### src/rtl/sym_pwm_pkg.sv
package sym_pwm_pkg;

  typedef enum logic [1:0] {
    AQ_HOLD = 2'd0,
    AQ_LOW  = 2'd1,
    AQ_HIGH = 2'd2,
    AQ_FLIP = 2'd3
  } aqCode_t;

  // zero action in the low bits, falling-match action in the high bits
  typedef struct packed {
    aqCode_t onDown;
    aqCode_t onUp;
    aqCode_t onZero;
  } aqSet_t;

  // strobes from the time base to the datapath
  typedef struct packed {
    logic atZero;
    logic classUp;
    logic classDown;
  } tbStrobe_t;

  localparam int AQ_W   = $bits(aqSet_t);
  localparam int NUM_CH = 2;
  localparam int ADDR_W = 3;

  localparam logic [ADDR_W-1:0] ADDR_PERIOD = 3'd0;
  localparam logic [ADDR_W-1:0] ADDR_CMPA   = 3'd1;
  localparam logic [ADDR_W-1:0] ADDR_CMPB   = 3'd2;
  localparam logic [ADDR_W-1:0] ADDR_AQA    = 3'd3;
  localparam logic [ADDR_W-1:0] ADDR_AQB    = 3'd4;
  localparam logic [ADDR_W-1:0] ADDR_CTRL   = 3'd5;

  function automatic logic aqApply(input logic cur, input aqCode_t code);
    case (code)
      AQ_LOW:  return 1'b0;
      AQ_HIGH: return 1'b1;
      AQ_FLIP: return ~cur;
      default: return cur;
    endcase
  endfunction

endpackage

### src/rtl/sym_pwm_timebase.sv
module sym_pwm_timebase
  import sym_pwm_pkg::*;
#(
  parameter int CNT_W = 16
) (
  input  logic             clk,
  input  logic             rstN,
  input  logic [CNT_W-1:0] shPeriod,
  input  logic [CNT_W-1:0] actPeriod,
  input  logic             phaseEn,
  input  logic             syncDirUp,
  input  logic             syncIn,
  input  logic [CNT_W-1:0] phaseVal,
  output logic [CNT_W-1:0] cnt,
  output tbStrobe_t        strobe,
  output logic             zeroIrq
);

  localparam logic [CNT_W-1:0] ONE = CNT_W'(1);

  logic             dirUp;
  logic             atZero;
  logic [CNT_W-1:0] effPeriod;

  assign atZero    = (cnt == '0);
  // the period being committed governs the step out of zero
  assign effPeriod = atZero ? shPeriod : actPeriod;

  always_comb begin
    strobe.atZero    = atZero;
    strobe.classUp   = dirUp && (cnt < effPeriod);
    strobe.classDown = !(dirUp && (cnt < effPeriod));
  end

  always_ff @(posedge clk) begin
    if (!rstN) begin
      cnt     <= '0;
      dirUp   <= 1'b1;
      zeroIrq <= 1'b0;
    end else begin
      zeroIrq <= atZero;
      if (syncIn && phaseEn) begin
        cnt   <= phaseVal;
        dirUp <= syncDirUp;
      end else if (effPeriod == '0) begin
        cnt   <= '0;
        dirUp <= 1'b1;
      end else if (dirUp) begin
        if (cnt >= effPeriod) begin
          cnt   <= cnt - ONE;
          dirUp <= 1'b0;
        end else begin
          cnt <= cnt + ONE;
        end
      end else begin
        if (atZero) begin
          cnt   <= ONE;
          dirUp <= 1'b1;
        end else begin
          cnt <= cnt - ONE;
        end
      end
    end
  end

endmodule

### src/rtl/sym_pwm_datapath.sv
module sym_pwm_datapath
  import sym_pwm_pkg::*;
#(
  parameter int CNT_W      = 16,
  parameter int RST_PERIOD = 5000
) (
  input  logic              clk,
  input  logic              rstN,
  input  logic              wrEn,
  input  logic [ADDR_W-1:0] wrAddr,
  input  logic [CNT_W-1:0]  wrData,
  input  logic [CNT_W-1:0]  cnt,
  input  tbStrobe_t         strobe,
  output logic [CNT_W-1:0]  shPeriod,
  output logic [CNT_W-1:0]  actPeriod,
  output logic [CNT_W-1:0]  actCmp [NUM_CH],
  output aqSet_t            actAq  [NUM_CH],
  output logic              phaseEn,
  output logic              syncDirUp,
  output logic [NUM_CH-1:0] pwmOut
);

  localparam logic [CNT_W-1:0] PERIOD_INIT = CNT_W'(RST_PERIOD);

  // period and control register
  always_ff @(posedge clk) begin
    if (!rstN) begin
      shPeriod  <= PERIOD_INIT;
      actPeriod <= PERIOD_INIT;
      phaseEn   <= 1'b0;
      syncDirUp <= 1'b0;
    end else begin
      if (wrEn && wrAddr == ADDR_PERIOD) shPeriod <= wrData;
      if (wrEn && wrAddr == ADDR_CTRL) begin
        phaseEn   <= wrData[0];
        syncDirUp <= wrData[1];
      end
      if (strobe.atZero) actPeriod <= shPeriod;
    end
  end

  // one compare level, one action set and one pin per channel
  for (genvar ch = 0; ch < NUM_CH; ch++) begin : g_ch
    localparam logic [ADDR_W-1:0] CMP_ADDR = ADDR_CMPA + ADDR_W'(ch);
    localparam logic [ADDR_W-1:0] AQ_ADDR  = ADDR_AQA + ADDR_W'(ch);

    logic [CNT_W-1:0] shCmp;
    aqSet_t           shAq;
    logic [CNT_W-1:0] effCmp;
    aqSet_t           effAq;
    logic             hit;
    aqCode_t          code;

    assign effCmp = strobe.atZero ? shCmp : actCmp[ch];
    assign effAq  = strobe.atZero ? shAq : actAq[ch];
    assign hit    = (cnt == effCmp);

    // zero beats falling match beats rising match
    always_comb begin
      if (strobe.atZero)                code = effAq.onZero;
      else if (hit && strobe.classDown) code = effAq.onDown;
      else if (hit && strobe.classUp)   code = effAq.onUp;
      else                              code = AQ_HOLD;
    end

    always_ff @(posedge clk) begin
      if (!rstN) begin
        shCmp      <= '0;
        shAq       <= '0;
        actCmp[ch] <= '0;
        actAq[ch]  <= '0;
        pwmOut[ch] <= 1'b0;
      end else begin
        if (wrEn && wrAddr == CMP_ADDR) shCmp <= wrData;
        if (wrEn && wrAddr == AQ_ADDR)  shAq  <= aqSet_t'(wrData[AQ_W-1:0]);
        if (strobe.atZero) begin
          actCmp[ch] <= shCmp;
          actAq[ch]  <= shAq;
        end
        pwmOut[ch] <= aqApply(pwmOut[ch], code);
      end
    end
  end

endmodule

### src/rtl/sym_pwm.sv
module sym_pwm
  import sym_pwm_pkg::*;
#(
  parameter int CNT_W      = 16,
  parameter int RST_PERIOD = 5000
) (
  input  logic             clk,
  input  logic             rstN,
  input  logic             wrEn,
  input  logic [2:0]       wrAddr,
  input  logic [CNT_W-1:0] wrData,
  input  logic [2:0]       rdAddr,
  output logic [CNT_W-1:0] rdData,
  input  logic [CNT_W-1:0] phaseVal,
  input  logic             syncIn,
  output logic             pwmA,
  output logic             pwmB,
  output logic [CNT_W-1:0] cntOut,
  output logic             zeroIrq
);

  logic [CNT_W-1:0]  shPeriod;
  logic [CNT_W-1:0]  actPeriod;
  logic [CNT_W-1:0]  actCmp [NUM_CH];
  aqSet_t            actAq  [NUM_CH];
  logic              phaseEn;
  logic              syncDirUp;
  logic [NUM_CH-1:0] pwmOut;
  tbStrobe_t         strobe;
  logic [CNT_W-1:0]  cnt;
  logic [CNT_W-1:0]  actCmpA, actCmpB;
  aqSet_t            actAqA, actAqB;

  sym_pwm_timebase #(.CNT_W(CNT_W)) tb_i (
    .clk(clk), .rstN(rstN), .shPeriod(shPeriod), .actPeriod(actPeriod),
    .phaseEn(phaseEn), .syncDirUp(syncDirUp), .syncIn(syncIn),
    .phaseVal(phaseVal), .cnt(cnt), .strobe(strobe), .zeroIrq(zeroIrq)
  );

  sym_pwm_datapath #(.CNT_W(CNT_W), .RST_PERIOD(RST_PERIOD)) dp_i (
    .clk(clk), .rstN(rstN), .wrEn(wrEn), .wrAddr(wrAddr), .wrData(wrData),
    .cnt(cnt), .strobe(strobe), .shPeriod(shPeriod), .actPeriod(actPeriod),
    .actCmp(actCmp), .actAq(actAq), .phaseEn(phaseEn),
    .syncDirUp(syncDirUp), .pwmOut(pwmOut)
  );

  assign actCmpA = actCmp[0];
  assign actCmpB = actCmp[1];
  assign actAqA  = actAq[0];
  assign actAqB  = actAq[1];
  assign pwmA    = pwmOut[0];
  assign pwmB    = pwmOut[1];
  assign cntOut  = cnt;

  always_comb begin
    case (rdAddr)
      ADDR_PERIOD: rdData = actPeriod;
      ADDR_CMPA:   rdData = actCmpA;
      ADDR_CMPB:   rdData = actCmpB;
      ADDR_AQA:    rdData = CNT_W'(actAqA);
      ADDR_AQB:    rdData = CNT_W'(actAqB);
      ADDR_CTRL:   rdData = CNT_W'({syncDirUp, phaseEn});
      default:     rdData = '0;
    endcase
  end

endmodule

### config.mk
export PLATFORM = sky130hd
export DESIGN_NAME = sym_pwm
export DESIGN_NICKNAME = d
export VERILOG_FILES = /design/src/rtl/sym_pwm_pkg.sv /design/src/rtl/sym_pwm_timebase.sv /design/src/rtl/sym_pwm_datapath.sv /design/src/rtl/sym_pwm.sv
export SDC_FILE = /design/constraint.sdc
export NUM_CORES = 1
export LEC_CHECK = 0
export BUFFER_PORTS_ARGS = -buffer_cell sky130_fd_sc_hd__clkbuf_2
export CAP_MARGIN = 20
export CELL_PAD_IN_SITES_DETAIL_PLACEMENT = 0
export CELL_PAD_IN_SITES_GLOBAL_PLACEMENT = 1
export CORE_UTILIZATION = 45
export DETAILED_ROUTE_END_ITERATION = 6
export PLACE_DENSITY = 0.87
export SYNTH_ARGS = -nofsm -noshare
export SYNTH_HDL_FRONTEND = slang
export SYNTH_SLANG_ARGS = --single-unit
### constraint.sdc
create_clock -name clk -period 9 [get_ports clk]
set_input_delay 1.35 -clock clk [delete_from_list [all_inputs] [get_ports clk]]
set_output_delay 1.35 -clock clk [all_outputs]
set_load 0.005 [all_outputs]
==> results of run 1 <==
layer usage:
layer,routed length (um),up-vias
met3,861,35
met5,0,-
met1,10300,3060
met4,559,0
li1,-,3193
met2,9060,173
critical path, stage by stage (launching register included):
cell                        delay [ns]
sky130_fd_sc_hd__dfxtp_1          0.42
sky130_fd_sc_hd__inv_1            0.19
sky130_fd_sc_hd__ha_1             0.18
sky130_fd_sc_hd__nor4b_4          0.33
sky130_fd_sc_hd__nand4_4          0.49
sky130_fd_sc_hd__buf_12           0.36
sky130_fd_sc_hd__mux2i_1          0.17
sky130_fd_sc_hd__ha_1             0.34
sky130_fd_sc_hd__a21o_1           0.12
sky130_fd_sc_hd__nand2_1          0.06
sky130_fd_sc_hd__a2111oi_0        0.55
sky130_fd_sc_hd__or4_1            0.43
sky130_fd_sc_hd__or2_4            0.30
sky130_fd_sc_hd__o21ai_0          0.32
sky130_fd_sc_hd__o221a_1          0.32
sky130_fd_sc_hd__a211oi_1         0.21
flip-flops by register name, summed over array words and instances, names as in the netlist, named ones only:
register / flops
tb_i.cnt: 16
dp_i.actAq: 12
tb_i.zeroIrq: 1
dp_i.actCmp: 32
dp_i.g_ch.shCmp: 32
dp_i.syncDirUp: 1
dp_i.shPeriod: 16
dp_i.actPeriod: 15
dp_i.pwmOut: 2
dp_i.g_ch.shAq: 12
dp_i.phaseEn: 1
tb_i.dirUp: 1
cells in the final DEF, fill, tap and decap left out, types with 4 or more instances in the layout:
cell / n
sky130_fd_sc_hd__dfxtp_1: 142
sky130_fd_sc_hd__a211oi_1: 7
sky130_fd_sc_hd__nor4_1: 10
sky130_fd_sc_hd__o31ai_1: 4
sky130_fd_sc_hd__mux2i_1: 55
sky130_fd_sc_hd__and2_1: 5
sky130_fd_sc_hd__o22ai_1: 5
sky130_fd_sc_hd__or4_1: 5
sky130_fd_sc_hd__nand2_1: 225
sky130_fd_sc_hd__clkbuf_1: 4
sky130_fd_sc_hd__clkbuf_16: 17
sky130_fd_sc_hd__buf_4: 4
sky130_fd_sc_hd__nor2_1: 40
sky130_fd_sc_hd__a221oi_1: 6
sky130_fd_sc_hd__o21ai_0: 10
sky130_fd_sc_hd__a31oi_1: 4
sky130_fd_sc_hd__a21boi_0: 87
sky130_fd_sc_hd__clkbuf_2: 75
sky130_fd_sc_hd__nand4_1: 11
sky130_fd_sc_hd__nand3_1: 23
sky130_fd_sc_hd__xnor2_1: 34
sky130_fd_sc_hd__a21oi_1: 23
sky130_fd_sc_hd__nor3_1: 13
sky130_fd_sc_hd__and3_1: 9
sky130_fd_sc_hd__inv_1: 8
sky130_fd_sc_hd__nor2b_1: 28
sky130_fd_sc_hd__ha_1: 19
power by group through the flow:
stage                     clock [mW]  combinational (mW)  sequential, mW
after floorplan                    0               0.889           0.728
after global placement             0                1.04           0.817
after detailed placement           0                1.06           0.821
after CTS                      0.698                1.06           0.807
after global routing           0.724                1.16           0.820
final                          0.690                1.06           0.808
logic make-up after synthesis:
group,share of synthesized area (%)
adder cells (fa/ha/maj),3.19
flip-flops,38.1
AND/OR/NAND/NOR,24.8
buffers and inverters,4.33
AO/OA/AOI/OAI,17.5
XOR/XNOR,4.23
multiplexers,7.84
path summary, 6_finish.rpt:
path	start	to	slack, ns	depth (start not counted)
worst min register to register	dp_i.g_ch[0].shCmp[13]	dp_i.g_ch[0].shCmp[13]	0.46	2
worst max register to register	tb_i.cnt[0]	tb_i.cnt[12]	4.08	15
worst max-delay path	tb_i.cnt[0]	tb_i.cnt[12]	4.08	15
worst min-delay path	dp_i.g_ch[0].shCmp[13]	dp_i.g_ch[0].shCmp[13]	0.46	2
area by class of cell:
| cell class | instances | area (um2) |
|---|---|---|
| Clock inverter | 9 | 110 |
| Tap cell | 216 | 270 |
| Sequential cell | 142 | 2840 |
| Clock buffer | 23 | 468 |
| Timing Repair Buffer | 82 | 458 |
| Fill cell | 1595 | 7530 |
| Inverter | 8 | 30.0 |
| Multi-Input combinational cell | 684 | 4290 |
==> run summary, run 1 <==
The logs give 4.07% for the global-route track usage on met3 and 0.00916 ns for the largest clock skew in the final design. The depth of the CTS H-tree is 4. The tools report the final hold violation count as 0. The run gives 2 as the buffer depth of the longest clock path. The library cell with the largest summed area after synthesis is sky130_fd_sc_hd__dfxtp_1. Once layout is done, the placed cells without fillers occupy 8470 um2. The count of nets left with antenna violations once routing finished came out at 0. The total design power was 2.56 mW; the half-perimeter wire length of the detailed placement result was 14700 um. For the final routed database, the setup TNS stands at 0 ns. The tools report the synthesized net count as 962.

The area growth from synthesis to layout is 13.6%. At the later pin of the worst-skew pair, clock insertion delay measures 0.42 ns. Global routing used 25.5% of the available tracks.

For met2 alone, demand over resource in global routing was 38.3%. The highest net fanout along the worst path is 35, and the transition time of the tightest slew-check pin is 0.814 ns. The fraction of layout instances using a drive strength above 1 was 13.5%. Ranked by total cell area, the synthesized netlist is headed by sky130_fd_sc_hd__dfxtp_1 (38%), sky130_fd_sc_hd__nand2_1 (11%), sky130_fd_sc_hd__a21boi_0 (8.8%), sky130_fd_sc_hd__mux2i_1 (7.4%), sky130_fd_sc_hd__xnor2_1 (4.0%).

Post-CTS timing repair inserted 0 buffers for setup. STA classifies the critical path startpoint as a register. Of the total power, combinational logic draws 41.4%. The post-layout utilization of the core is 52.9%. Final layout net count: 996. sky130_fd_sc_hd__nand2_1 is the most common cell in the netlist.

Ranked by instance count, the synthesized netlist is headed by sky130_fd_sc_hd__nand2_1 (225), sky130_fd_sc_hd__dfxtp_1 (142), sky130_fd_sc_hd__a21boi_0 (87), sky130_fd_sc_hd__mux2i_1 (55), sky130_fd_sc_hd__clkbuf_1 (45). Setup repair after global routing left no endpoint under its margin. The final route contains 6461 vias. In this run the horizontal extent of the chip is 131 um. After synthesis the netlist holds a flip-flop and latch count of 142. The run gives 0 as the final number of max-transition violations. The switching fraction of total power was 40.9%; the setup violation total in the final timing report was 0. The number of different library cells used by synthesis comes to 69.

Row generation in the floorplan step produced 46 rows. The part of the cycle the worst path needs was 54.6%. Startpoint-to-endpoint class of the critical path: reg -> reg. The initial antenna violation count came out at 0.

After synthesis, the mean cell area works out to 8.27 um2. Buffers inserted during clock tree synthesis total 17. Clock tree synthesis selected as its root buffer the cell sky130_fd_sc_hd__clkbuf_16. The power density normalized to cell area works out to 302 nW/um2. During synthesis, Yosys emitted a total of 0 warnings.

The initial utilization of the core area, before any placement, comes to 46.6%. The height of the die was 131 um; the instance count after placement with tap cells included was 1131. Dividing the detail-routed via count by the number of cells gives 5.55. In the synthesized netlist the async set-or-reset flop fraction comes to 0%.

Clock-pin slew was measured on the worst setup and hold paths at 0.06 ns. In the routed design, unresolved DRC markers number 0. The tools report the capturing element type of the critical path as a register. The worst hold path belongs to the class reg -> reg.

The run gives 77 as the total I/O pin count. In this run the static leakage power is 3.23 nW. The met1 global-route usage is 35.9%. The logs give 0 for the number of max-cap violations and 537 for the initial detailed-routing violation count. Once layout is complete, the cells apart from fillers number 1164.

The logs give 901 for the cell count after synthesis and 7450 um2 for the cell area after synthesis. For the core area, the log shows 16000 um2. The logs give 142 for the clock sink count and 31.6% for the part of the total power dissipated in sequential elements.

After detailed routing, the average wire length per cell comes to 17.8 um. Entering global routing, the biggest net connects 131 pins. The synthesized design devotes to its leading area cell type 38.1% of total area. The first global-routing pass estimated 32800 um of wire. At the end of routability-driven placement, the weighted congestion stood at 0.909.

The clock network accounts for 27.0% of the total power. The via count of the first global-routing pass was 5980. The number of antenna diodes in the final layout is 0. The logs give 9.33 ns for the endpoint required time on the critical path and 0 for the quantity of hold-fixing buffers added after cts.

The power dissipated by switching net loads came out at 1.05 mW. Wires add up to 20700 um. Before CTS, the worst setup slack after placement is 4.14 ns.

For the finished layout, the period the worst path requires is 4.92 ns. The internal power of the cells totals 1.51 mW. Global route total overflow: 0.

The count of buffers from port buffering was 76. After synthesis, flip-flops and latches occupy 38.1% of the total area. The relative max-transition margin is 45.7%, and the maximum ir drop on the vdd rail is 283 uV.

The synthesized design contains 0 enable-type register cells. The run finished with clean final reports. After global routing, the most crowded layer is met2.

The logs give 0.463 ns for the worst hold-check slack and 203 MHz for the maximum achievable frequency. Setup slack on the critical path of the routed design comes to 4.08 ns. The die covers 17100 um2. The tools report the placed standard-cell area as 7860 um2. The data arrival time of the critical path was 5.24 ns; the total of cells resized after clock tree synthesis was 0. TritonCTS built the clock tree. For this run, the detailed router's first-pass iteration total came to 5. Among all flip-flop cells after synthesis, the most frequent one is sky130_fd_sc_hd__dfxtp_1.
Power figures use the tool's default switching activity.
==> run 2: changes to the inputs <==
--- a/config.mk
+++ b/config.mk
@@ -5,13 +5,14 @@
 export SDC_FILE = /design/constraint.sdc
 export NUM_CORES = 1
 export LEC_CHECK = 0
+export ABC_AREA = 1
 export BUFFER_PORTS_ARGS = -buffer_cell sky130_fd_sc_hd__clkbuf_2
 export CAP_MARGIN = 20
 export CELL_PAD_IN_SITES_DETAIL_PLACEMENT = 0
 export CELL_PAD_IN_SITES_GLOBAL_PLACEMENT = 1
-export CORE_UTILIZATION = 45
+export CORE_UTILIZATION = 38
 export DETAILED_ROUTE_END_ITERATION = 6
-export PLACE_DENSITY = 0.87
+export PLACE_DENSITY = 0.82
 export SYNTH_ARGS = -nofsm -noshare
 export SYNTH_HDL_FRONTEND = slang
 export SYNTH_SLANG_ARGS = --single-unit
==> constraint.sdc (replaced) <==
create_clock -name clk -period 4 [get_ports clk]
set_input_delay 0.6 -clock clk [delete_from_list [all_inputs] [get_ports clk]]
set_output_delay 0.6 -clock clk [all_outputs]
set_load 0.005 [all_outputs]
==> run 2 against run 1 <==
Compared with the run above: critical path depth grew 4; critical endpoint is now tb_i.cnt[14]; largest cell class unchanged; largest power group unchanged; core utilization shrank 7.8 points; non-clock buffer count grew 25.
==> run summary, run 2 <==
The maximum cell stage delay along the critical path came out at 0.41 ns (was 0.55 ns). The total of cells resized after clock tree synthesis was 0 (unchanged). Half-perimeter wire length of the detailed placement result: 17500 um (was 14700 um). TritonCTS built the clock tree.

The logs give 0.886 (was 0.909) for the routability-driven placement congestion ratio and 20400 um2 (was 17100 um2) for the area enclosed by the die boundary. The run gives 0 (unchanged) as the count of yosys warnings during synthesis. The most frequent cell after synthesis was sky130_fd_sc_hd__nand2_1 (unchanged). The register-to-register setup slack is 0.48 ns (was 4.08 ns). The tools report the maximum achievable frequency as 284 MHz (was 203 MHz). The library cell with the largest summed area after synthesis is sky130_fd_sc_hd__dfxtp_1 (unchanged). Relative max-transition margin: 43.4% (was 45.7%). The async set or reset register ratio after synthesis was 0% (unchanged); the largest clock skew in the final design was 0.0143 ns (was 0.00916 ns). The root buffer cell was sky130_fd_sc_hd__clkbuf_16 (unchanged). The run finished with clean final reports. The total setup buffers inserted after CTS was 0 (unchanged).

The tools report the detailed-route via count as 7403 (was 6461). The quantity of hold-fixing buffers added after cts was 0 (unchanged). The most frequent standard cell in the layout excluding fill and tap cells is sky130_fd_sc_hd__nand2_1 (unchanged). The tools report the cell count after synthesis as 1102 (was 901). Count of buffers from port buffering: 76 (unchanged). Startpoint of the lowest-slack register-to-register path: tb_i.cnt[1] (was tb_i.cnt[0]). Final number of max-transition violations: 0 (unchanged). The logs give 19500 um2 (was 16000 um2) for the core area and 1238 (was 996) for the final layout net count. Highest-count cells in the layout ignoring fill and taps: sky130_fd_sc_hd__nand2_1 (257), sky130_fd_sc_hd__nor2_1 (155), sky130_fd_sc_hd__dfxtp_1 (142) (was sky130_fd_sc_hd__nand2_1 (225), sky130_fd_sc_hd__dfxtp_1 (142), sky130_fd_sc_hd__a21boi_0 (87)).

Slowest library cell on the worst path: sky130_fd_sc_hd__o21ai_0 (was sky130_fd_sc_hd__a2111oi_0). The start point of the critical path was tb_i.cnt[1] (was tb_i.cnt[0]). Area growth from synthesis to layout: 16.7% (was 13.6%).

The tools report the origin of the worst min-delay path as phaseVal[13] (was dp_i.g_ch[0].shCmp[13]). The sequential-to-total area share from yosys stat came out at 37.8% (was 38.1%). The run gives 77 (unchanged) as the total I/O pin count.

The depth of the CTS H-tree is 4 (unchanged), and the xor and xnor fraction of the mapped netlist area is 2.44% (was 4.23%). The fraction of synthesized area in multiplexers was 0.133% (was 7.84%). The run gives 0 (unchanged) as the global route total overflow. For the final hold violation count, the log shows 0 (unchanged). For the instance count after placement with tap cells included, the log shows 1423 (was 1131). The clock latency on the worst-skew pair was 0.43 ns (was 0.42 ns); the number of enable flip-flop cells after synthesis was 0 (unchanged). The transition time of the tightest slew-check pin came out at 0.848 ns (was 0.814 ns). The startpoint-to-endpoint class of the critical path was reg -> reg (unchanged). The synthesized area divided by synthesized cell count came out at 6.83 um2 (was 8.27 um2). Biggest registers after layout: dp_i.actCmp (32), dp_i.g_ch.shCmp (32) (unchanged).

The total negative slack came out at 0 ns (unchanged). The fraction of layout instances using a drive strength above 1 works out to 15.4% (was 13.5%). The run gives 77 (was 131) as the maximum number of pins on one net before global-route repair. The capturing element type of the critical path is a register (unchanged). Endpoint required time on the critical path: 4.34 ns (was 9.33 ns).

The tools report the effective utilization at floorplan as 38.7% (was 46.6%). The run gives 17 (unchanged) as the total CTS buffers. The synthesized net count is 1163 (was 962). The path category of the worst min-delay check is in -> reg (was reg -> reg). Post-detailed-route via-to-cell ratio: 5.09 (was 5.55). The number of search-and-repair iterations in the first detailed-routing pass is 5 (unchanged), and the final antenna-violating net count is 0 (unchanged).

For the global router's overall resource usage, the log shows 24.0% (was 25.5%). The number of synthesized register bits was 142 (unchanged). The run gives 2 (unchanged) as the buffer depth of the longest clock path. The run gives 0.407 ns (was 0.463 ns) as the worst hold-check slack.

Area contributors post-synth: sky130_fd_sc_hd__dfxtp_1 (38%), sky130_fd_sc_hd__nand2_1 (13%), sky130_fd_sc_hd__nor2_1 (7.7%), sky130_fd_sc_hd__o21ai_0 (5.5%), sky130_fd_sc_hd__inv_1 (5.1%) (was sky130_fd_sc_hd__dfxtp_1 (38%), sky130_fd_sc_hd__nand2_1 (11%), sky130_fd_sc_hd__a21boi_0 (8.8%), sky130_fd_sc_hd__mux2i_1 (7.4%), sky130_fd_sc_hd__xnor2_1 (4.0%)). The highest net fanout along the worst path was 36 (was 35); the number of placement rows was 51 (was 46). The run gives 0 (unchanged) as the initial antenna violation count. Synth top cells by count: sky130_fd_sc_hd__nand2_1 (258), sky130_fd_sc_hd__nor2_1 (155), sky130_fd_sc_hd__dfxtp_1 (142), sky130_fd_sc_hd__inv_1 (102), sky130_fd_sc_hd__o21ai_0 (82) (was sky130_fd_sc_hd__nand2_1 (225), sky130_fd_sc_hd__dfxtp_1 (142), sky130_fd_sc_hd__a21boi_0 (87), sky130_fd_sc_hd__mux2i_1 (55), sky130_fd_sc_hd__clkbuf_1 (45)). Cell area after synthesis: 7530 um2 (was 7450 um2).

The distinct cell type count of the synthesized netlist was 39 (was 69); the total buffers and inverters traversed by the critical path was 3 (was 2). For the detailed-route wire length, the log shows 23900 um (was 20700 um). The proportion of netlist area held by the largest area contributor was 37.8% (was 38.1%).

Cell Chain, Critical Path: inv_1 -> ha_1 -> inv_1 -> nor2_1 -> nand2_1 -> nor2_4 -> nand2_4 -> o21ai_0 -> ha_1 -> a21oi_1 -> o21ai_0 -> a21oi_1 -> a21boi_0 -> nand3_1 -> inv_1 -> nand2_1 -> o22ai_1 -> nand2_1 -> a21oi_1 (was inv_1 -> ha_1 -> nor4b_4 -> nand4_4 -> buf_12 -> mux2i_1 -> ha_1 -> a21o_1 -> nand2_1 -> a2111oi_0 -> or4_1 -> or2_4 -> o21ai_0 -> o221a_1 -> a211oi_1). The leakage power was 3.98 nW (was 3.23 nW); the final antenna diode count was 0 (unchanged). The run gives 45.1% (was 52.9%) as the post-layout utilization of the core.

Power density normalized to cell area: 849 nW/um2 (was 302 nW/um2). The gate family responsible for the most delay along the worst path was compound AO/OA/AOI/OAI gates (was simple AND/OR/NAND/NOR gates). For the total design power, the log shows 7.46 mW (was 2.56 mW).

The compound-gate portion of the synthesized area was 15.6% (was 17.5%); the post-CTS clock slew at the launch and capture registers of the worst setup and hold paths was 0.06 ns (about the same). Setup violation total in the final timing report: 0 (unchanged). Clock sink count: 142 (unchanged). Number of max-cap violations: 0 (unchanged).

The initial detailed-routing violation count came out at 630 (was 537). The via count of the first global-routing pass was 6632 (was 5980). For the data arrival time of the critical path, the log shows 3.86 ns (was 5.24 ns). The die width was 143 um (was 131 um); the simple-gate portion of the synthesized area was 31.5% (was 24.8%). The tools report the maximum ir drop on the vdd rail as 439 uV (was 283 uV). Setup repair after global routing left no endpoint under its margin. The height of the die was 143 um (was 131 um). The mean routed wirelength per cell was 16.4 um (was 17.8 um). The element type at the critical path start was a register (unchanged).

The tools report the post-layout instance count excluding filler cells as 1455 (was 1164). The part of the cycle the worst path needs was 88.0% (was 54.6%). The most frequently used flop master after synthesis was sky130_fd_sc_hd__dfxtp_1 (unchanged). For the first-pass GRT wire length, the log shows 36800 um (was 32800 um). The largest family of logic cells by synthesized area is simple AND/OR/NAND/NOR gates (unchanged). The minimum clock period is 3.52 ns (was 4.92 ns), and the adder and majority cell fraction of the synthesized area is 3.16% (was 3.19%).

The count of unresolved DRC violations after routing came out at 0 (unchanged).
run 2: stage by stage:
stage	setup WS (ns)	cell area, um2
2_1_floorplan	0.881	7530
3_3_place_gp	0.364	8170
3_5_place_dp	0.299	8170
4_1_cts	0.299	8780
5_1_grt	0.0238	8780
6_report	0.482	8780
run 2: final timing paths:
path | end | cells past startpoint
worst max register to register | tb_i.cnt[14] | 19
worst min-delay path | tb_i.cnt[13] | 3
worst min register to register | dp_i.g_ch[0].shCmp[14] | 2
worst max-delay path | tb_i.cnt[14] | 19
run 2: cell families after synthesis:
group,Yosys count
buf+inv,158
simple gates,551
xor+xnor,21
flops,142
mux,1
compound gates,210
fa+ha+maj,19
run 2: worst register-to-register path, stage by stage, from the launching register on:
cell and delay, ns:
sky130_fd_sc_hd__dfxtp_1 0.31, sky130_fd_sc_hd__inv_1 0.13, sky130_fd_sc_hd__ha_1 0.19, sky130_fd_sc_hd__inv_1 0.04
sky130_fd_sc_hd__nor2_1 0.07, sky130_fd_sc_hd__nand2_1 0.08, sky130_fd_sc_hd__nor2_4 0.12, sky130_fd_sc_hd__nand2_4 0.23
sky130_fd_sc_hd__o21ai_0 0.44, sky130_fd_sc_hd__ha_1 0.32, sky130_fd_sc_hd__a21oi_1 0.12, sky130_fd_sc_hd__o21ai_0 0.08
sky130_fd_sc_hd__a21oi_1 0.16, sky130_fd_sc_hd__a21boi_0 0.26, sky130_fd_sc_hd__nand3_1 0.20, sky130_fd_sc_hd__inv_1 0.27
sky130_fd_sc_hd__nand2_1 0.08, sky130_fd_sc_hd__o22ai_1 0.11, sky130_fd_sc_hd__nand2_1 0.06, sky130_fd_sc_hd__a21oi_1 0.15
run 2: final cells by class:
type,count,area [um2]
Tap cell,265,332
Fill cell,2010,10700
Clock buffer,20,457
Inverter,107,403
Multi-Input combinational cell,802,3990
Timing Repair Buffer,107,613
Clock inverter,12,149
Sequential cell,142,2840
run 2: power breakdown:
group          switching (mW)  internal [mW]
sequential              0.109           1.60
combinational            2.83           1.28
clock                   0.665          0.968
total                    3.61           3.85
run 2: layer usage:
layer	part of all wire, %	global-route usage (%)	vias up
met2	42	36.0	279
met5	0	0	-
met3	6.9	3.76	37
li1	-	-	3744
met4	2.8	10.3	0
met1	48	33.9	3343
